File: config.mk
export PLATFORM = sky130hd
export DESIGN_NAME = paced_dma_chan
export DESIGN_NICKNAME = d
export VERILOG_FILES = /design/src/rtl/dmac_pkg.sv /design/src/rtl/dmac_pacer.sv /design/src/rtl/dmac_regs.sv /design/src/rtl/dmac_engine.sv /design/src/rtl/paced_dma_chan.sv
export SDC_FILE = /design/constraint.sdc
export NUM_CORES = 1
export LEC_CHECK = 0
export ABC_AREA = 1
export BUFFER_PORTS_ARGS = -buffer_cell sky130_fd_sc_hd__buf_2
export CELL_PAD_IN_SITES_DETAIL_PLACEMENT = 0
export CELL_PAD_IN_SITES_GLOBAL_PLACEMENT = 2
export CORE_ASPECT_RATIO = 1.4
export CORE_MARGIN = 1.5
export CORE_UTILIZATION = 37
export DETAILED_ROUTE_END_ITERATION = 6
export PLACE_DENSITY = 0.9
export SLEW_MARGIN = 30
export SYNTH_ARGS = -nofsm -noshare
export SYNTH_HDL_FRONTEND = slang
export SYNTH_HIERARCHICAL = 1
export SYNTH_SLANG_ARGS = --single-unit
File: constraint.sdc
create_clock -name clk -period 5.3 [get_ports clk]
set_clock_uncertainty 0.15 [all_clocks]
set_input_delay 0.265 -clock clk [delete_from_list [all_inputs] [get_ports clk]]
set_output_delay 0.265 -clock clk [all_outputs]
set_load 0.005 [all_outputs]
File: src/rtl/dmac_pkg.sv
package dmac_pkg;

    typedef enum logic [2:0] {
        ST_IDLE  = 3'd0,
        ST_RGATE = 3'd1,
        ST_RD    = 3'd2,
        ST_WGATE = 3'd3,
        ST_WR    = 3'd4
    } eng_st_e;

    // register byte offsets
    localparam int OFS_CTRL = 'h00;
    localparam int OFS_SRC  = 'h04;
    localparam int OFS_DST  = 'h08;
    localparam int OFS_CNT  = 'h0C;
    localparam int OFS_PACE = 'h18;

    // control word bit positions
    localparam int CTL_START    = 31;
    localparam int CTL_BUSY     = 30;
    localparam int CTL_CONT     = 29;
    localparam int CTL_DMODE_LO = 21;
    localparam int CTL_DREQ_LO  = 16;
    localparam int CTL_SMODE_LO = 5;

    // pacing word field positions
    localparam int PF_W       = 8;
    localparam int PC_SWAIT   = 0;
    localparam int PC_SBLK    = 8;
    localparam int PC_DWAIT   = 16;
    localparam int PC_DBLK    = 24;

    localparam logic [1:0] AM_LINEAR = 2'd0;

endpackage

File: src/rtl/dmac_pacer.sv
module dmac_pacer #(
    parameter int FW = 8
) (
    input  logic          clk,
    input  logic          rst_n,
    input  logic          clear,
    input  logic          req,
    input  logic          unit,
    input  logic [FW-1:0] blk,
    input  logic [FW-1:0] wcyc,
    output logic          grant
);

    typedef struct packed {
        logic [FW-1:0] credit;
        logic [FW-1:0] wt;
    } pace_t;

    pace_t p_d, p_q;
    logic [FW-1:0] blk_eff;
    logic [FW-1:0] credit_nxt;

    assign blk_eff = (blk == '0) ? FW'(1) : blk;
    assign grant   = (p_q.credit != '0) || ((p_q.wt == '0) && req);

    always_comb begin
        p_d        = p_q;
        credit_nxt = ((p_q.credit != '0) ? p_q.credit : blk_eff) - FW'(1);
        if (p_q.wt != '0) begin
            p_d.wt = p_q.wt - FW'(1);
        end
        if (clear) begin
            p_d.credit = '0;
        end
        if (unit) begin
            p_d.credit = credit_nxt;
            if (credit_nxt == '0) begin
                p_d.wt = wcyc;
            end
        end
    end

    always_ff @(posedge clk or negedge rst_n) begin
        if (!rst_n) begin
            p_q <= '0;
        end else begin
            p_q <= p_d;
        end
    end

endmodule

File: src/rtl/dmac_regs.sv
module dmac_regs
    import dmac_pkg::*;
#(
    parameter int AW  = 32,
    parameter int CW  = 14,
    parameter int RAW = 5
) (
    input  logic           clk,
    input  logic           rst_n,
    input  logic           we,
    input  logic [RAW-1:0] addr,
    input  logic [31:0]    wdata,
    output logic [31:0]    rdata,
    input  logic           busy,
    input  logic           pass_end,
    output logic           start,
    output logic           cont,
    output logic [1:0]     smode,
    output logic [1:0]     dmode,
    output logic [AW-1:0]  src_base,
    output logic [AW-1:0]  dst_base,
    output logic [CW-1:0]  count,
    output logic [PF_W-1:0] sblk,
    output logic [PF_W-1:0] swait,
    output logic [PF_W-1:0] dblk,
    output logic [PF_W-1:0] dwait,
    output logic           mode_err
);

    typedef struct packed {
        logic          start;
        logic          cont;
        logic [1:0]    dmode;
        logic [4:0]    dreq;
        logic [1:0]    smode;
        logic [AW-1:0] src;
        logic [AW-1:0] dst;
        logic [CW-1:0] cnt;
        logic [31:0]   pace;
        logic          merr;
    } regs_t;

    regs_t r_d, r_q;
    logic  page_req;

    always_comb begin
        r_d      = r_q;
        page_req = 1'b0;
        if (we) begin
            if (addr == RAW'(OFS_CTRL)) begin
                r_d.merr = 1'b0;
                if (r_q.start) begin
                    r_d.cont = wdata[CTL_CONT];
                end else begin
                    // mode codes 2 and 3 have their upper bit set
                    page_req  = wdata[CTL_DMODE_LO+1] | wdata[CTL_SMODE_LO+1];
                    r_d.start = wdata[CTL_START] & ~page_req;
                    r_d.merr  = wdata[CTL_START] & page_req;
                    r_d.cont  = wdata[CTL_CONT];
                    r_d.dmode = wdata[CTL_DMODE_LO +: 2];
                    r_d.dreq  = wdata[CTL_DREQ_LO +: 5];
                    r_d.smode = wdata[CTL_SMODE_LO +: 2];
                end
            end else if (!r_q.start) begin
                if (addr == RAW'(OFS_SRC))  r_d.src  = wdata[AW-1:0];
                if (addr == RAW'(OFS_DST))  r_d.dst  = wdata[AW-1:0];
                if (addr == RAW'(OFS_CNT))  r_d.cnt  = wdata[CW-1:0];
                if (addr == RAW'(OFS_PACE)) r_d.pace = wdata;
            end
        end
        // end of pass uses the continuous bit as updated this cycle
        if (pass_end && !r_d.cont) begin
            r_d.start = 1'b0;
        end
    end

    always_ff @(posedge clk or negedge rst_n) begin
        if (!rst_n) begin
            r_q <= '0;
        end else begin
            r_q <= r_d;
        end
    end

    always_comb begin
        rdata = '0;
        if (addr == RAW'(OFS_CTRL)) begin
            rdata[CTL_START]           = r_q.start;
            rdata[CTL_BUSY]            = busy;
            rdata[CTL_CONT]            = r_q.cont;
            rdata[CTL_DMODE_LO +: 2]   = r_q.dmode;
            rdata[CTL_DREQ_LO +: 5]    = r_q.dreq;
            rdata[CTL_SMODE_LO +: 2]   = r_q.smode;
        end else if (addr == RAW'(OFS_SRC)) begin
            rdata = 32'(r_q.src);
        end else if (addr == RAW'(OFS_DST)) begin
            rdata = 32'(r_q.dst);
        end else if (addr == RAW'(OFS_CNT)) begin
            rdata = 32'(r_q.cnt);
        end else if (addr == RAW'(OFS_PACE)) begin
            rdata = r_q.pace;
        end
    end

    assign start    = r_q.start;
    assign cont     = r_q.cont;
    assign smode    = r_q.smode;
    assign dmode    = r_q.dmode;
    assign src_base = r_q.src;
    assign dst_base = r_q.dst;
    assign count    = r_q.cnt;
    assign sblk     = r_q.pace[PC_SBLK  +: PF_W];
    assign swait    = r_q.pace[PC_SWAIT +: PF_W];
    assign dblk     = r_q.pace[PC_DBLK  +: PF_W];
    assign dwait    = r_q.pace[PC_DWAIT +: PF_W];
    assign mode_err = r_q.merr;

endmodule

File: src/rtl/dmac_engine.sv
module dmac_engine
    import dmac_pkg::*;
#(
    parameter int AW = 32,
    parameter int DW = 32,
    parameter int CW = 14
) (
    input  logic          clk,
    input  logic          rst_n,
    input  logic          start,
    input  logic [CW-1:0] count,
    input  logic [AW-1:0] src_base,
    input  logic [AW-1:0] dst_base,
    input  logic [1:0]    smode,
    input  logic [1:0]    dmode,
    input  logic          sgrant,
    input  logic          dgrant,
    input  logic          rd_ack,
    input  logic [DW-1:0] rd_data,
    input  logic          wr_ack,
    output logic          rd_valid,
    output logic [AW-1:0] rd_addr,
    output logic          wr_valid,
    output logic [AW-1:0] wr_addr,
    output logic [DW-1:0] wr_data,
    output logic          busy,
    output logic          pass_end,
    output logic          load,
    output logic          s_unit,
    output logic          d_unit,
    output logic          done_evt,
    output logic          half_evt
);

    localparam int STEP = DW / 8;

    typedef struct packed {
        eng_st_e       st;
        logic          busy;
        logic [AW-1:0] sa;
        logic [AW-1:0] da;
        logic [CW-1:0] left;
        logic [CW-1:0] total;
        logic [DW-1:0] data;
        logic          done;
        logic          half;
    } eng_t;

    eng_t e_d, e_q;

    always_comb begin
        e_d      = e_q;
        e_d.done = 1'b0;
        e_d.half = 1'b0;
        pass_end = 1'b0;
        load     = 1'b0;
        s_unit   = 1'b0;
        d_unit   = 1'b0;
        case (e_q.st)
            ST_IDLE: begin
                if (start) begin
                    if (count == '0) begin
                        pass_end = 1'b1;
                    end else begin
                        e_d.sa    = src_base;
                        e_d.da    = dst_base;
                        e_d.left  = count;
                        e_d.total = count;
                        e_d.st    = ST_RGATE;
                        load      = 1'b1;
                    end
                end
            end
            ST_RGATE: begin
                if (sgrant) begin
                    e_d.st   = ST_RD;
                    e_d.busy = 1'b1;
                end
            end
            ST_RD: begin
                if (rd_ack) begin
                    e_d.data = rd_data;
                    s_unit   = 1'b1;
                    if (smode == AM_LINEAR) begin
                        e_d.sa = e_q.sa + AW'(STEP);
                    end
                    e_d.st = ST_WGATE;
                end
            end
            ST_WGATE: begin
                if (dgrant) begin
                    e_d.st = ST_WR;
                end
            end
            ST_WR: begin
                if (wr_ack) begin
                    d_unit   = 1'b1;
                    e_d.left = e_q.left - CW'(1);
                    if (dmode == AM_LINEAR) begin
                        e_d.da = e_q.da + AW'(STEP);
                    end
                    if ((e_q.total >= CW'(2)) &&
                        ((e_q.total - e_d.left) == (e_q.total >> 1))) begin
                        e_d.half = 1'b1;
                    end
                    if (e_q.left == CW'(1)) begin
                        e_d.done = 1'b1;
                        e_d.busy = 1'b0;
                        pass_end = 1'b1;
                        e_d.st   = ST_IDLE;
                    end else begin
                        e_d.st = ST_RGATE;
                    end
                end
            end
            default: e_d.st = ST_IDLE;
        endcase
    end

    always_ff @(posedge clk or negedge rst_n) begin
        if (!rst_n) begin
            e_q <= '{st: ST_IDLE, default: '0};
        end else begin
            e_q <= e_d;
        end
    end

    assign rd_valid = (e_q.st == ST_RD);
    assign rd_addr  = e_q.sa;
    assign wr_valid = (e_q.st == ST_WR);
    assign wr_addr  = e_q.da;
    assign wr_data  = e_q.data;
    assign busy     = e_q.busy;
    assign done_evt = e_q.done;
    assign half_evt = e_q.half;

endmodule

File: src/rtl/paced_dma_chan.sv
module paced_dma_chan
    import dmac_pkg::*;
#(
    parameter int AW  = 32,
    parameter int DW  = 32,
    parameter int CW  = 14,
    parameter int RAW = 5
) (
    input  logic           clk,
    input  logic           rst_n,
    input  logic           reg_we,
    input  logic [RAW-1:0] reg_addr,
    input  logic [31:0]    reg_wdata,
    output logic [31:0]    reg_rdata,
    input  logic           src_req,
    input  logic           dst_req,
    output logic           rd_valid,
    output logic [AW-1:0]  rd_addr,
    input  logic           rd_ack,
    input  logic [DW-1:0]  rd_data,
    output logic           wr_valid,
    output logic [AW-1:0]  wr_addr,
    output logic [DW-1:0]  wr_data,
    input  logic           wr_ack,
    output logic           done_evt,
    output logic           half_evt,
    output logic           mode_err
);

    localparam int NSIDE = 2;   // 0 = source, 1 = destination

    logic            cfg_start, cfg_cont;
    logic [1:0]      cfg_smode, cfg_dmode;
    logic [AW-1:0]   cfg_src, cfg_dst;
    logic [CW-1:0]   cfg_cnt;
    logic [PF_W-1:0] cfg_sblk, cfg_swait, cfg_dblk, cfg_dwait;
    logic            eng_busy, eng_pass_end, eng_load;

    logic [NSIDE-1:0] side_req, side_unit, side_grant;
    logic [PF_W-1:0]  side_blk  [NSIDE];
    logic [PF_W-1:0]  side_wait [NSIDE];

    dmac_regs #(.AW(AW), .CW(CW), .RAW(RAW)) u_regs (
        .clk      (clk),
        .rst_n    (rst_n),
        .we       (reg_we),
        .addr     (reg_addr),
        .wdata    (reg_wdata),
        .rdata    (reg_rdata),
        .busy     (eng_busy),
        .pass_end (eng_pass_end),
        .start    (cfg_start),
        .cont     (cfg_cont),
        .smode    (cfg_smode),
        .dmode    (cfg_dmode),
        .src_base (cfg_src),
        .dst_base (cfg_dst),
        .count    (cfg_cnt),
        .sblk     (cfg_sblk),
        .swait    (cfg_swait),
        .dblk     (cfg_dblk),
        .dwait    (cfg_dwait),
        .mode_err (mode_err)
    );

    assign side_req[0]  = src_req;
    assign side_req[1]  = dst_req;
    assign side_blk[0]  = cfg_sblk;
    assign side_blk[1]  = cfg_dblk;
    assign side_wait[0] = cfg_swait;
    assign side_wait[1] = cfg_dwait;

    for (genvar g = 0; g < NSIDE; g++) begin : g_side
        dmac_pacer #(.FW(PF_W)) u_pacer (
            .clk   (clk),
            .rst_n (rst_n),
            .clear (eng_load),
            .req   (side_req[g]),
            .unit  (side_unit[g]),
            .blk   (side_blk[g]),
            .wcyc  (side_wait[g]),
            .grant (side_grant[g])
        );
    end

    dmac_engine #(.AW(AW), .DW(DW), .CW(CW)) u_engine (
        .clk      (clk),
        .rst_n    (rst_n),
        .start    (cfg_start),
        .count    (cfg_cnt),
        .src_base (cfg_src),
        .dst_base (cfg_dst),
        .smode    (cfg_smode),
        .dmode    (cfg_dmode),
        .sgrant   (side_grant[0]),
        .dgrant   (side_grant[1]),
        .rd_ack   (rd_ack),
        .rd_data  (rd_data),
        .wr_ack   (wr_ack),
        .rd_valid (rd_valid),
        .rd_addr  (rd_addr),
        .wr_valid (wr_valid),
        .wr_addr  (wr_addr),
        .wr_data  (wr_data),
        .busy     (eng_busy),
        .pass_end (eng_pass_end),
        .load     (eng_load),
        .s_unit   (side_unit[0]),
        .d_unit   (side_unit[1]),
        .done_evt (done_evt),
        .half_evt (half_evt)
    );

endmodule

==> results of run 1 <==
==> through the flow <==
step	util	instance area, um^2	hold WS [ns]	cells
floorplan	-	17910	-0.1806	2369
global placement	0.3721	17820	0.1714	2923
detailed placement	0.3723	17830	0.1703	2923
CTS	0.4082	19560	0.01087	3046
global route	0.4089	19590	0.04946	3047
finish	0.4089	19590	0.04123	3047
==> kinds of logic (layout without fill, tap and decap cells) <==
kind of cell | Yosys count | in the layout | synth area share
AO/OA/AOI/OAI | 390 | 390 | 0.1225
XOR/XNOR | 58 | 58 | 0.02837
adder cells (fa/ha/maj) | 19 | 19 | 0.01369
buffers and inverters | 515 | 563 | 0.1585
flip-flops | 284 | 284 | 0.3968
multiplexers | 2 | 2 | 0.001258
AND/OR/NAND/NOR | 1101 | 1101 | 0.2788
==> Yosys cell counts (8+ instances only) <==
cell	instances	area (um^2)
nand2_1	674	2530
dfrtp_1	284	7107
buf_4	210	1577
inv_1	208	780.8
o21ai_0	182	910.9
nor2_1	142	533.0
nand3_1	95	475.5
a21oi_1	71	355.3
o21ai_1	49	245.2
nand4_1	48	300.3
xor2_1	44	385.4
clkbuf_1	37	138.9
o21ai_2	35	306.5
nor3_1	29	145.1
buf_2	28	140.1
nand2_2	23	143.9
nor2_4	19	214.0
ha_1	18	225.2
o22ai_1	15	93.84
inv_2	14	52.55
nand2_4	14	157.7
nor2_2	14	87.58
xnor2_1	14	122.6
nand3_2	13	130.1
buf_6	11	123.9
a22oi_1	10	75.07
nor4_1	8	50.05
==> worst max-delay path: cells and delay by family (launching register included) <==
family                 cells  cell delay [ns]
flip-flops                 1             0.41
buffers and inverters      4             1.23
AO/OA/AOI/OAI              2             0.45
AND/OR/NAND/NOR            6             1.03
==> final cells by class <==
type | count | area [um^2] | share of cell area
Timing Repair Buffer | 285 | 1832 | 0.09352
Multi-Input combinational cell | 1570 | 7983 | 0.4075
Clock buffer | 41 | 863.3 | 0.04408
Sequential cell | 284 | 7107 | 0.3628
Tap cell | 630 | 788.3 | 0.04024
Inverter | 223 | 837.1 | 0.04273
Clock inverter | 14 | 177.7 | 0.009071
==> worst max path at each step <==
stage,startpoint,end,slack (ns),cells past startpoint
finish,u_regs/count[5]$_DFFE_PN0P_,u_engine/rd_addr[9]$_DFFE_PN0P_,1.85,12
global route,u_regs/count[5]$_DFFE_PN0P_,u_engine/rd_addr[16]$_DFFE_PN0P_,1.46,12
CTS,u_regs/count[4]$_DFFE_PN0P_,u_engine/rd_addr[9]$_DFFE_PN0P_,1.33,12
detailed placement,u_regs/count[4]$_DFFE_PN0P_,u_engine/rd_addr[9]$_DFFE_PN0P_,1.34,12
global placement,reg_addr[1],u_regs/src_base[23]$_DFFE_PN0P_,1.50,6
floorplan,u_engine/e_q[48]$_DFFE_PN0P_,u_engine/half_evt$_DFF_PN0_,2.65,19
==> power by group through the flow <==
stage | sequential [W] | combinational (W) | clock [W]
floorplan | 0.00327 | 0.00330 | 0
global placement | 0.00349 | 0.00364 | 0
detailed placement | 0.00350 | 0.00369 | 0
CTS | 0.00348 | 0.00374 | 0.00230
global route | 0.00358 | 0.00427 | 0.00238
finish | 0.00347 | 0.00371 | 0.00224
==> registers in the layout, indices dropped and copies added (netlist names), 14 cells and up <==
| signal | cells |
|---|---|
| g_side.u_pacer/p_q | 32 |
| u_engine/wr_data | 32 |
| u_engine/wr_addr | 32 |
| u_engine/rd_addr | 32 |
| u_regs/src_base | 32 |
| u_engine/e_q | 31 |
| u_regs/dst_base | 32 |
| u_regs/count | 14 |
==> metal layers <==
layer	up-vias	part of all wire	global-route usage
met5	-	0	0
met4	0	0.036	0.07786
met3	87	0.049	0.02946
met2	390	0.48	0.3510
met1	7127	0.43	0.2675
li1	7461	-	-
==> metrics, run 1 <==
Final HPWL DP 38190 um; final hold vios 0; 1st-pass router iterations 5; CP Class reg2reg; yosys warns 6; crit path cell chain inv_1 > nand4_1 > nor3_1 > nand2_1 > inv_2 > nor2_4 > inv_2 > nand2_1 > nand3_2 > clkinv_1 > o311ai_0 > o21ai_0; Critical Path RT 5.58 ns; clk_lat worst skew 0.58 ns; Placer Congestion around 0.83; R2R Setup Slk approximately 1.9 ns; FF-to-FF path depth 12; Max Cap Viol 0; headroom to the max-slew limit 0.3380; pwr dens 481.2 nW/um^2; ys async rst share 1.000; CTS tree built; worst-margin pin slew 0.9898 ns; CTS H-Tree Depth 1; Post-synth EDFFs 0; Final period util 0.6502; n_diodes 0; hold_sp reg_wdata[6]; Sequential Power Share 0.368; crit path capture type flip-flop; die area 49750 um^2; pre-CTS setup slack 1.337 ns; most common cell after layout, fill and taps aside nand2_1; final net count 2489; clk sinks 284; Fillers slightly below 5000; layout cell share with drive strength beyond 1 0.1750; FF-to-FF Start u_regs/count[5]$_DFFE_PN0P_; Post-synth top flop dfrtp_1; Seq/Total Area, Yosys 0.3968; Initial DRC Count 1011; combinational share of power 0.394; row cnt 95; # resized after CTS 0; Final setup viols 0; Synthesized Nets 2464; RSZ-0062 raised after global routing false; starting density of the core 0.3739; core area 47900 um^2; root buf cell clkbuf_16; # IOs ~210; CTS Buf Count 30; die width 188.9 um; Netlist Area Pre-Place 17910 um^2; fmax 0.2902 GHz; Sw Share 0.4145; crit path DAT roughly 3.7 ns; Final Power 0.009426 W; min Tclk post-route around 3.4 ns; Area Overhead vs Synth 9.376%; most frequent cells in the layout nand2_1 (673), dfrtp_1 (284), buf_2 (207), inv_1 (206), o21ai_0 (182); slowest CP cell clkinv_1; Clock power frac 0.238; setup TNS 0 ns; setup ws final 1.854 ns; flops & latches, synth 284; Routed Antenna Nets 0; Psw 0.003907 W; via count about 15000; Hold EP u_regs/swait[6]$_DFFE_PN0P_; status completed; initial antenna violation count 0; hold path depth 3; Internal Power about 0.0055 W; crit start category flip-flop; first-pass GRT wire length roughly 83000 um; synthesized area per cell approximately 7.6 um^2; Setup Buffers After CTS 0; drt wl/cell 16.90 um; HP Class in2reg; Mapped Cells 2369; Longest Clk Path Bufs 3; Leak 9.680 nW; DRC viols 0; total gr overflow 0; final count of pins violating max slew 0; CTS Hold Bufs 68; largest net degree at the start of global routing 152; critical-path maximum fanout 34; number of global-route vias before repair around 15000; Total GRT Usage 0.2075; Peak VDD IR 0.2646 mV; I/O Buffers 208; Vias per Instance 4.944; Chip Height 263.3 um; RR Endpoint u_engine/rd_addr[9]$_DFFE_PN0P_; Synth cell types 52; clock transition at the registers of the reported paths 0.07 ns; CP peak stage delay 0.89 ns; routed wire length 51500 um
No activity file was read; power rests on OpenSTA's default activity.
==> inputs of run 2 (changes only) <==
--- a/config.mk
+++ b/config.mk
@@ -11,9 +11,9 @@
 export CELL_PAD_IN_SITES_GLOBAL_PLACEMENT = 2
 export CORE_ASPECT_RATIO = 1.4
 export CORE_MARGIN = 1.5
-export CORE_UTILIZATION = 37
+export CORE_UTILIZATION = 31
 export DETAILED_ROUTE_END_ITERATION = 6
-export PLACE_DENSITY = 0.9
+export PLACE_DENSITY = 0.81
 export SLEW_MARGIN = 30
 export SYNTH_ARGS = -nofsm -noshare
 export SYNTH_HDL_FRONTEND = slang
==> constraint.sdc (replaced) <==
create_clock -name clk -period 2.9 [get_ports clk]
set_clock_uncertainty 0.15 [all_clocks]
set_input_delay 0.145 -clock clk [delete_from_list [all_inputs] [get_ports clk]]
set_output_delay 0.145 -clock clk [all_outputs]
set_load 0.005 [all_outputs]
==> run 2 against run 1 <==
Clock power increased by 98%. Wire length increased by 6.7%. Critical path depth increased by 4. Worst setup slack got worse by 1.7 ns. Via count increased by 1.2%. Die area increased by 19%. Combinational power increased by 94%. Largest cell class unchanged.
==> metrics, run 2 (synthesized netlist as in run 1, its figures left out) <==
die area 59240 um^2; clock transition at the registers of the reported paths 0.06 ns; CTS H-Tree Depth 2; Max Cap Viol 0; Crit path max-delay family simple AND/OR/NAND/NOR gates; Internal Power 0.01052 W; setup TNS 0 ns; pwr dens 889.6 nW/um^2; CP Class reg2reg; Critical Path RT about 3.2 ns; # IOs 209; Initial DRC Count around 790; slowest CP cell dfrtp_1; CP peak stage delay 0.38 ns; number of global-route vias before repair about 15000; Clock power frac 0.247; largest net degree at the start of global routing 83; drt wl/cell roughly 17 um; Psw 0.007468 W; cell total after placement 3072; 1st-pass router iterations 5; routed wire length 54950 um; Placer Congestion 0.8335; Leak approximately 9.9 nW; clk_lat worst skew 0.53 ns; Vias per Instance ~4.8; most used cell, CP nor2_1; Final HPWL DP 41490 um; initial antenna violation count 1; DRC viols 0; min Tclk post-route ~2.7 ns; Final Util 0.3531; Area Overhead vs Synth 12.90%; most common cell after layout, fill and taps aside nand2_1; n_diodes 0; via count 15250; crit path cell chain inv_2 > ha_4 > xnor2_1 > ha_1 > a21oi_2 > nand2_1 > nand2_1 > o21ai_2 > buf_4 > xor2_1 > nand3_1 > nor2_1 > nand3_1 > nor2_1 > nand4_1 > nor2_1; Final setup viols 0; root buf cell clkbuf_16; combinational share of power 0.400; total gr overflow 0; clk sinks 284; Total GRT Usage 0.1877; die width 206.1 um; core area 57250 um^2; Longest Clk Path Bufs 3; Layout Cells excl Fill between 3000 and 4000; Final period util 0.9420; Fillers 6035; fmax 0.3661 GHz; final count of pins violating max slew 0; CTS Buf Count 34; final hold vios 0; most frequent cells in the layout nand2_1 (672), dfrtp_1 (284), buf_2 (208), inv_1 (207), o21ai_0 (180); critical-path maximum fanout 3; worst-margin pin slew 0.8945 ns; first-pass GRT wire length 86940 um; Peak VDD IR 0.4359 mV; I/O Buffers 208; CTS tree built; starting density of the core 0.3128; layout cell share with drive strength beyond 1 0.1924; Sw Share 0.4152; WP buf/inv 2; Chip Height 287.4 um; crit start category flip-flop; headroom to the max-slew limit 0.4037; HP Class in2reg; crit path DAT 3.04 ns; row cnt about 100; final net count 2535; Routed Antenna Nets 0; Sequential Power Share 0.353; crit path capture type flip-flop; status completed
==> run 2: cell count changes in the layout (fill, tap and decap cells not counted), sizes merged <==
cell and delta:
buf +40, bufinv -2, clkbuf +8, clkinv -4, clkinvlp +1, dlygate4sd3 +2
inv +2
==> run 2: per-stage QoR <==
stage	setup slack [ns]	hold WS, ns	total power [W]	instance area (um^2)
floorplan	0.2549	-0.3006	0.01201	17910
global placement	0.08878	-0.04532	0.01336	18290
detailed placement	0.04007	-0.04607	0.01347	18290
CTS	0.02671	0.03924	0.01810	20140
global route	-0.004583	0.09922	0.01945	20220
finish	0.1682	0.08290	0.01799	20220
==> run 2: power groups by stage <==
stage,Clock [W],Combinational (W),Sequential [W]
2_1_floorplan,0,0.00603,0.00598
3_3_place_gp,0,0.00697,0.00639
3_5_place_dp,0,0.00706,0.00641
4_1_cts,0.00457,0.00717,0.00636
5_1_grt,0.00470,0.00821,0.00654
6_report,0.00444,0.00720,0.00635
==> run 2: path summary, 6_finish.rpt <==
path                                                 startpoint                              end  cells past startpoint  slack (ns)
worst max register to register     u_engine/e_q[48]$_DFFE_PN0P_      u_engine/half_evt$_DFF_PN0_                     16        0.17
min in group asynchronous                                 rst_n  u_regs/dst_base[18]$_DFFE_PN0P_                      3        0.49
worst min register to register  u_engine/rd_addr[0]$_DFFE_PN0P_  u_engine/rd_addr[0]$_DFFE_PN0P_                      2        0.32
worst max-delay path               u_engine/e_q[48]$_DFFE_PN0P_      u_engine/half_evt$_DFF_PN0_                     16        0.17
worst min-delay path                                reg_addr[0]      u_regs/mode_err$_DFFE_PN0P_                      5        0.08
max in group asynchronous                                 rst_n  u_engine/wr_addr[0]$_DFFE_PN0P_                      4        1.31
==> run 2: worst register-to-register path, stage by stage (launching register included) <==
cell	delay, ns
dfrtp_1	0.38
inv_2	0.08
ha_4	0.18
xnor2_1	0.24
ha_1	0.31
a21oi_2	0.17
nand2_1	0.07
nand2_1	0.12
o21ai_2	0.09
buf_4	0.14
xor2_1	0.13
nand3_1	0.12
nor2_1	0.11
nand3_1	0.10
nor2_1	0.12
nand4_1	0.08
nor2_1	0.09
==> run 2: final cells by class <==
cell class,instances,area [um^2],area share
multi-input combinational,1570,8014,0.3964
tap,742,928.4,0.04592
inverter,223,837.1,0.04140
clock inverter,11,118.9,0.005879
sequential,284,7107,0.3515
clock buffer,49,1021,0.05050
timing repair buffer,327,2192,0.1084
==> run 2: routing by layer <==
| metal | global-route usage | up-vias | part of all wire |
|---|---|---|---|
| met5 | 0 | - | 0.00024 |
| met4 | 0.06214 | 2 | 0.031 |
| met3 | 0.02676 | 82 | 0.045 |
| met2 | 0.3273 | 373 | 0.49 |
| met1 | 0.2358 | 7214 | 0.43 |
| li1 | - | 7579 | - |
==> run 2: repair_timing <==
action	CTS	global route
gates resized for setup	1	12
setup endpoints to repair	1	7
hold buffers	71	0
pin swaps	0	3
buffers inserted	0	3
gates cloned	0	0
hold endpoints to repair	439	0
==> inputs of run 3 (changes only) <==
--- a/config.mk
+++ b/config.mk
@@ -14,6 +14,7 @@
 export CORE_UTILIZATION = 31
 export DETAILED_ROUTE_END_ITERATION = 6
 export PLACE_DENSITY = 0.81
+export SETUP_SLACK_MARGIN = 0.2
 export SLEW_MARGIN = 30
 export SYNTH_ARGS = -nofsm -noshare
 export SYNTH_HDL_FRONTEND = slang
==> run 3 against run 2 <==
Global-route usage hardly changed. Critical path depth stayed put. Power rose by 3.3%. Worst setup slack better by 0.081 ns. Design area up 1.6%. Sequential share of layout area shrank 0.52 points. Clock-buffer cell count is the same. Combinational power grew 7.9%. Register-to-register slack improved by 0.08 ns. Critical endpoint unchanged. Largest power group unchanged. Highest routed layer unchanged.
==> metrics, run 3 (synthesized netlist as in run 1, its figures left out) <==
setup ws final 0.2496 ns; worst-margin pin slew 0.8838 ns; clk sinks 284; clock transition at the registers of the reported paths 0.06 ns; first-pass GRT wire length between 80000 and 90000 um; Sw Share 0.4181; hold_sp reg_addr[0]; crit path to u_engine/half_evt$_DFF_PN0_; # IOs 209; I/O Buffers 208; Critical Path RT 3.21 ns; Fillers 6009; n_diodes 0; min Tclk post-route 2.650 ns; Routed Antenna Nets 0; Final HPWL DP 41490 um; RSZ-0062 raised after global routing true; Total GRT Usage 0.1880; Leak 10.00 nW; crit start category flip-flop; fmax 0.3773 GHz; Final period util 0.9139; crit path DAT 2.96 ns; CP Class reg2reg; HP Class in2reg; hold path depth 5; multi-input logic area just over 8000 um^2; final hold vios 0; Initial DRC Count ~840; Final setup viols 0; DRC viols 0; via count between 15000 and 20000; CTS Buf Count 34; register area 7111 um^2; Clock power frac 0.239; initial antenna violation count 1; final count of pins violating max slew 0; Final Util 0.3586; Psw a little under 0.008 W; Layout Cells excl Fill 3215; CTS H-Tree Depth 2; critical-path maximum fanout 3; FF-to-FF path depth 16; number of global-route vias before repair 15310; Longest Clk Path Bufs 3; row cnt roughly 100; most frequent cells in the layout nand2_1 (663), dfrtp_1 (281), buf_2 (208), inv_1 (201), o21ai_0 (179); combinational share of power 0.418; R2R Setup Slk 0.25 ns; CP startpoint u_engine/e_q[48]$_DFFE_PN0P_; core area 57250 um^2; FF-to-FF Start u_engine/e_q[48]$_DFFE_PN0P_; die area 59240 um^2; Max Cap Viol 0; Vias per Instance 4.775; die width roughly 210 um; layout cell share with drive strength beyond 1 0.2131; 1st-pass router iterations 5; root buf cell clkbuf_16; most common cell after layout, fill and taps aside nand2_1; crit path capture type flip-flop; status completed; drt wl/cell 17.29 um; starting density of the core 0.3128; Area Overhead vs Synth 14.65%; final net count roughly 2500; RR Endpoint u_engine/half_evt$_DFF_PN0_; headroom to the max-slew limit 0.4108; total gr overflow 0; Peak VDD IR 0.4371 mV; routed wire length around 56000 um; Sequential Power Share 0.343; cell total after placement roughly 3000; CTS tree built; pre-CTS setup slack 0.04007 ns; pwr dens 905.1 nW/um^2; largest net degree at the start of global routing 83; Placer Congestion 0.8335; Internal Power between 0.01 and 0.015 W; setup TNS 0 ns; clk_lat worst skew ~0.53 ns; Chip Height 287.4 um
## run 3: metal layers
layer	global-route usage	routed length, um
met4	0.06232	1797
met3	0.02676	2550
met2	0.3278	27440
met5	0	13
met1	0.2361	23800
## run 3: worst min-delay path by stage
stage,to
finish,u_regs/mode_err$_DFFE_PN0P_
CTS,u_regs/mode_err$_DFFE_PN0P_
floorplan,g_side[0].u_pacer/p_q[0]$_DFF_PN0_
global route,u_regs/mode_err$_DFFE_PN0P_
global placement,g_side[1].u_pacer/p_q[3]$_DFF_PN0_
detailed placement,g_side[1].u_pacer/p_q[4]$_DFF_PN0_
## run 3: final cells by class
cell class | instances | share of cell area
timing repair inverter | 1 | 0.0002438
timing repair buffer | 335 | 0.1102
inverter | 223 | 0.04107
clock buffer | 49 | 0.04973
multi-input combinational | 1570 | 0.4014
sequential | 284 | 0.3463
tap | 742 | 0.04522
clock inverter | 11 | 0.005789
## run 3: timing repair
item,CTS,global route
gates cloned,0,1
pin swaps,0,36
endpoints found under the hold margin,439,0
resized for setup,9,62
hold buffers,71,0
endpoints found under the setup margin,1,36
buffers inserted,1,10
## run 3: power by group through the flow
stage / Sequential [W] / Combinational, W / Clock (W)
floorplan: 0.00598 / 0.00603 / 0
global placement: 0.00639 / 0.00697 / 0
detailed placement: 0.00641 / 0.00706 / 0
CTS: 0.00636 / 0.00725 / 0.00457
global route: 0.00656 / 0.00879 / 0.00470
finish: 0.00637 / 0.00777 / 0.00444
## run 3: metrics by stage
step	total power (W)	hold WS [ns]	cell area, um^2
2_1_floorplan	0.01201	-0.3006	17910
3_3_place_gp	0.01336	-0.04532	18290
3_5_place_dp	0.01347	-0.04607	18290
4_1_cts	0.01818	0.03924	20190
5_1_grt	0.02004	0.09922	20530
6_report	0.01858	0.07407	20530
## run 3: critical path, stage by stage, from the launching register on
cell,delay [ns]
dfrtp_1,0.40
inv_2,0.13
ha_4,0.20
xnor2_4,0.14
ha_4,0.25
a21oi_2,0.16
nand2_2,0.07
nand2_2,0.09
o21ai_2,0.08
buf_4,0.14
xor2_1,0.13
nand3_1,0.13
nor2_2,0.13
nand3_2,0.08
nor2_1,0.10
nand4_1,0.08
nor2_1,0.10
